$ cat src/rtl/agc_pkg.sv
package agc_pkg;

  // Gain request coded by the limit comparator
  typedef enum logic [1:0] {
    GAIN_HOLD = 2'b00,
    GAIN_UP   = 2'b01,
    GAIN_DOWN = 2'b10
  } gain_req_e;

endpackage

$ cat src/rtl/agc_mag_cmp.sv
module agc_mag_cmp #(
  parameter int IW = 12
) (
  input  logic                 clk,
  input  logic                 rst_n,
  input  logic                 in_valid,
  input  logic signed [IW-1:0] in_sample,
  input  logic        [IW-1:0] threshold,
  output logic                 over_q,
  output logic                 strobe_q
);

  localparam logic signed [IW-1:0] SMIN = {1'b1, {(IW-1){1'b0}}};
  localparam logic        [IW-1:0] UMAX = {1'b0, {(IW-1){1'b1}}};

  // Saturating magnitude: the most negative value clips to the largest positive
  function automatic logic [IW-1:0] abs_sat(input logic signed [IW-1:0] x);
    logic signed [IW-1:0] neg;
    if (!x[IW-1]) return x;
    if (x == SMIN) return UMAX;
    neg = -x;
    return neg;
  endfunction

  logic [IW-1:0] mag;
  logic          above;

  always_comb begin
    mag   = abs_sat(in_sample);
    above = (mag > threshold);
  end

  always_ff @(posedge clk or negedge rst_n) begin
    if (!rst_n) begin
      over_q   <= 1'b0;
      strobe_q <= 1'b0;
    end else begin
      strobe_q <= in_valid;
      if (in_valid) over_q <= above;
    end
  end

endmodule

$ cat src/rtl/agc_avg.sv
module agc_avg #(
  parameter int AW      = 16,
  parameter int LGALPHA = 4
) (
  input  logic          clk,
  input  logic          rst_n,
  input  logic          ind_vld,
  input  logic          ind,
  output logic [AW-1:0] avg_q
);

  localparam int XW = AW + 2;

  // One averager step: avg + ((ind * 2^AW) - avg) >>> LGALPHA
  function automatic logic [AW-1:0] avg_step(input logic [AW-1:0] avg,
                                             input logic          bit_in);
    logic signed [XW-1:0] target;
    logic signed [XW-1:0] diff;
    logic signed [XW-1:0] adj;
    logic signed [XW-1:0] sum;
    target = bit_in ? $signed({2'b01, {AW{1'b0}}}) : '0;
    diff   = target - $signed({2'b00, avg});
    adj    = diff >>> LGALPHA;
    sum    = $signed({2'b00, avg}) + adj;
    return sum[AW-1:0];
  endfunction

  logic [AW-1:0] avg_nxt;

  always_comb avg_nxt = avg_step(avg_q, ind);

  always_ff @(posedge clk or negedge rst_n) begin
    if (!rst_n)       avg_q <= '0;
    else if (ind_vld) avg_q <= avg_nxt;
  end

endmodule

$ cat src/rtl/agc_limit_cmp.sv
module agc_limit_cmp
  import agc_pkg::*;
#(
  parameter int AW = 16
) (
  input  logic          clk,
  input  logic          rst_n,
  input  logic [AW-1:0] level,
  input  logic [AW-1:0] lim_hi,
  input  logic [AW-1:0] lim_lo,
  output gain_req_e     req_q
);

  // Down has priority over up when the limits overlap
  function automatic gain_req_e decide(input logic [AW-1:0] lvl,
                                       input logic [AW-1:0] hi,
                                       input logic [AW-1:0] lo);
    if (lvl > hi) return GAIN_DOWN;
    if (lvl < lo) return GAIN_UP;
    return GAIN_HOLD;
  endfunction

  gain_req_e req_nxt;

  always_comb req_nxt = decide(level, lim_hi, lim_lo);

  always_ff @(posedge clk or negedge rst_n) begin
    if (!rst_n) req_q <= GAIN_HOLD;
    else        req_q <= req_nxt;
  end

endmodule

$ cat src/rtl/agc_level_detect.sv
module agc_level_detect
  import agc_pkg::*;
#(
  parameter int IW      = 12,
  parameter int AW      = 16,
  parameter int LGALPHA = 4
) (
  input  logic                 clk,
  input  logic                 rst_n,
  input  logic                 in_valid,
  input  logic signed [IW-1:0] in_sample,
  input  logic        [IW-1:0] threshold,
  input  logic        [AW-1:0] limit_hi,
  input  logic        [AW-1:0] limit_lo,
  output logic                 over_thr,
  output logic        [AW-1:0] avg_level,
  output logic                 gain_up,
  output logic                 gain_down
);

  // Named internal events, visible to the bound checker
  logic      ind_vld;
  gain_req_e gain_req;

  agc_mag_cmp #(.IW(IW)) u_mag (
    .clk       (clk),
    .rst_n     (rst_n),
    .in_valid  (in_valid),
    .in_sample (in_sample),
    .threshold (threshold),
    .over_q    (over_thr),
    .strobe_q  (ind_vld)
  );

  agc_avg #(.AW(AW), .LGALPHA(LGALPHA)) u_avg (
    .clk     (clk),
    .rst_n   (rst_n),
    .ind_vld (ind_vld),
    .ind     (over_thr),
    .avg_q   (avg_level)
  );

  agc_limit_cmp #(.AW(AW)) u_lim (
    .clk    (clk),
    .rst_n  (rst_n),
    .level  (avg_level),
    .lim_hi (limit_hi),
    .lim_lo (limit_lo),
    .req_q  (gain_req)
  );

  assign gain_up   = (gain_req == GAIN_UP);
  assign gain_down = (gain_req == GAIN_DOWN);

endmodule

$ cat config.mk
export PLATFORM = sky130hd
export DESIGN_NAME = agc_level_detect
export DESIGN_NICKNAME = d
export VERILOG_FILES = /design/src/rtl/agc_pkg.sv /design/src/rtl/agc_mag_cmp.sv /design/src/rtl/agc_avg.sv /design/src/rtl/agc_limit_cmp.sv /design/src/rtl/agc_level_detect.sv
export SDC_FILE = /design/constraint.sdc
export NUM_CORES = 1
export LEC_CHECK = 0
export BUFFER_PORTS_ARGS = -buffer_cell sky130_fd_sc_hd__buf_2
export CAP_MARGIN = 20
export CORE_MARGIN = 8
export CORE_UTILIZATION = 54
export CTS_CLUSTER_DIAMETER = 80
export DETAILED_ROUTE_END_ITERATION = 16
export PLACE_DENSITY = 0.83
export SYNTH_ARGS = -nofsm -noshare
export SYNTH_HDL_FRONTEND = slang
export SYNTH_SLANG_ARGS = --single-unit
$ cat constraint.sdc
create_clock -name clk -period 4.9 [get_ports clk]
set_input_delay 0.98 -clock clk [delete_from_list [all_inputs] [get_ports clk]]
set_output_delay 0.98 -clock clk [all_outputs]
set_load 0.01 [all_outputs]
==> flow_metrics.py <==
metrics = {
    "run_status": {
        "status": "complete, no violations",
    },
    "clocking": {
        "cts_root_buf": "clkbuf_8",
        "cts-buffers-inserted": 3,
        "clk_latency_ns": 0.27,
        "postCtsHoldBufs": 0,
        "cts_tree": "built",
        "cts_htree_levels": 1,
        "cts_setup_buffers": 0,
        "ctsResizeCount": 0,
        "clock_path_buffers": 2,
        "cts_sinks": 20,
        "clk_pin_slew_ns": 0.08,
    },
    "route": {
        "dr.pass1.iters": 4,
        "viasPerCell": 5.541,
        "drc_errors": 0,
        "postRouteAntennaNets": 0,
        "vias": 2787,
        "dr.first_iter.drc_count": 150,
        "route.detailed.wl_per_inst_um": 14.20,
        "drt-total-wl_mm": 7.144,
    },
    "floorplan": {
        "core.rowCount": 26,
        "dieArea_um2": 8025,
        "core_um2": 5172,
        "start_util_pct": 56.53,
        "pin_count": 78,
        "chipWidth_um": 89.59,
        "die_y_um": 89.59,
    },
    "logic_synthesis": {
        "synth-seq-cells": 20,
        "synth_area_um2": 2924,
        "syn-num-nets": 475,
        "async_flop_share_pct": 100.0,
        "synthDistinctLibCells": 46,
        "ys_top_cells_by_area": "ha_1, dfrtp_1, inv_1, xnor2_1, a21o_1",
        "netlist_instances": 356,
        "synth_edf_count": 0,
        "synth_top_area_share_pct": 25.25,
        "synthFlopType": "dfrtp_1",
        "yosysTopAreaCell": "ha_1",
        "avgSynthCellArea_um2": 8.214,
        "ys_seq_area_share_pct": 17.12,
        "yosysWarnings": 0,
    },
    "worst_setup_path": {
        "slowest_delay_ns": 0.60,
        "crit_path_frequent_cell": "nor2_1",
        "cp.required_ns": 5.05,
        "critical_path_buf_inv_count": 0,
        "cpLargestDelayFamily": "simple AND/OR/NAND/NOR gates",
        "path_cells": "nor4_4, nand3_4, or4_1, nor4_1, nor2_1, ha_1, nand4_1, nor2_1, a32oi_1, a211oi_1, nor3_2, nand3b_1, xnor2_1",
        "path_class": "flip-flop to flip-flop",
        "cp_slowest_cell": "or4_1",
        "cp-end-kind": "flip-flop",
        "cp-start-kind": "flip-flop",
        "cp_max_fo": 6,
        "worst_ep_arrival_time_ns": 3.94,
    },
    "layout": {
        "area_growth_pct": 18.01,
        "drive_above_1_share_pct": 22.17,
        "final_common_cell": "buf_2",
        "fin_nets": 553,
        "final_cell_area_um2": 3451,
        "antenna_cells": 0,
        "most-common-layout-cells": "buf_2, ha_1, inv_1, a21oi_1, xnor2_1",
    },
    "run": {
        "cap_violations": 0,
    },
    "power_and_ir_drop": {
        "power.density_nw_per_um2": 624.6,
        "power_w": 0.002155,
        "vdd_ir_drop_max_mv": 0.2188,
        "leakagePower_nw": 1.853,
    },
    "sta": {
        "finalCritPeriodShare_pct": 77.34,
        "tns_ns": 0,
        "period_minus_slack_ns": 3.790,
        "finalHoldViolations": 0,
        "tightest_slew_ns": 0.7145,
        "setup_viol": 0,
        "finClkSkew_ns": 0.007208,
        "slew_violations": 0,
        "rsz0062_at_grt": "false",
        "max_freq_mhz": 263.9,
        "relSlewSlack_pct": 51.93,
    },
    "global_route": {
        "grt_pass1_vias": 2947,
        "grt_pass1_wl_mm": 12.32,
        "grt_use_total_pct": 18.81,
        "grt_antenna_before_repair": 0,
        "grt-ovfl-total": 0,
        "grt_start_max_net_pins": 21,
    },
    "place": {
        "io_buffers": 77,
        "gp_congestion": 0.9165,
        "dp_hpwl_mm": 5.822,
        "place_area_um2": 3379,
    },
    "hold_path": {
        "hold_class": "flip-flop to flip-flop",
    },
}
-- report_power, final --
group          internal, W  switching [W]  total, W
Clock             0.000109      0.0000610  0.000170
Sequential        0.000251       0.000182  0.000432
Combinational     0.000759       0.000794   0.00155
-- path summary, 6_finish.rpt --
kind | from | cells after the start | end | slack, ns
worst min register to register | u_avg.avg_q[15]$_DFFE_PN0P_ | 1 | u_avg.avg_q[15]$_DFFE_PN0P_ | 0.64
min in group asynchronous | rst_n | 1 | u_avg.avg_q[13]$_DFFE_PN0P_ | 0.65
worst max register to register | u_avg.avg_q[1]$_DFFE_PN0P_ | 13 | u_avg.avg_q[15]$_DFFE_PN0P_ | 1.11
max in group asynchronous | rst_n | 1 | u_avg.avg_q[2]$_DFFE_PN0P_ | 3.94
worst min-delay path | u_avg.avg_q[15]$_DFFE_PN0P_ | 1 | u_avg.avg_q[15]$_DFFE_PN0P_ | 0.64
worst max-delay path | u_avg.avg_q[1]$_DFFE_PN0P_ | 13 | u_avg.avg_q[15]$_DFFE_PN0P_ | 1.11
-- final cells by class --
cell class	instances	area, um^2
multi-input cells	276	2196
fillers	449	1722
flip-flops and latches	20	500.5
repair buffers	77	385.4
inverters	56	210.2
well taps	70	87.58
clock buffers	3	41.29
clock inverters	1	30.03
-- per-stage QoR --
stage | std cells | util [%] | setup slack (ns) | hold slack (ns)
final | 503 | 66.72 | 1.110 | 0.6415
after global routing | 503 | 66.72 | 0.7830 | 0.6668
after CTS | 503 | 66.72 | 1.147 | 0.6333
after detailed placement | 499 | 65.34 | 1.149 | 0.6201
after global placement | 499 | 65.34 | 1.294 | 0.6011
after floorplan | 356 | - | 1.448 | 0.5962
-- cell usage after synthesis, types with 9 or more instances --
master	number
ha_1	59
nand2_1	21
nand4_1	9
xnor2_1	23
nor2b_1	11
o21ai_0	18
a21oi_1	24
dfrtp_1	20
nor2_1	18
inv_1	56
mux2_2	9
a21o_1	17
-- registers in the layout, summed over array words and instances (netlist names) --
signal	count
u_mag.over_q	1
u_avg.avg_q	16
u_lim.req_q	2
u_mag.strobe_q	1
-- layer usage --
| metal | up-vias | GRT usage (%) | share of wire, % | wire length, um |
|---|---|---|---|---|
| li1 | 1413 | - | - | - |
| met1 | 1266 | 22.20 | 43 | 3045 |
| met2 | 95 | 33.62 | 48 | 3404 |
| met3 | 13 | 2.548 | 7.7 | 550 |
| met4 | 0 | 6.798 | 2.0 | 142 |
| met5 | - | 0 | 0 | 0 |
-- cell families after synthesis --
kind of cell,synth area share [%]
fa+ha+maj,25.93
buf+inv,7.787
simple gates,17.03
mux,3.808
xor+xnor,8.986
compound gates,19.34
flops,17.12
Note: power is estimated with default switching activity, not from simulation.
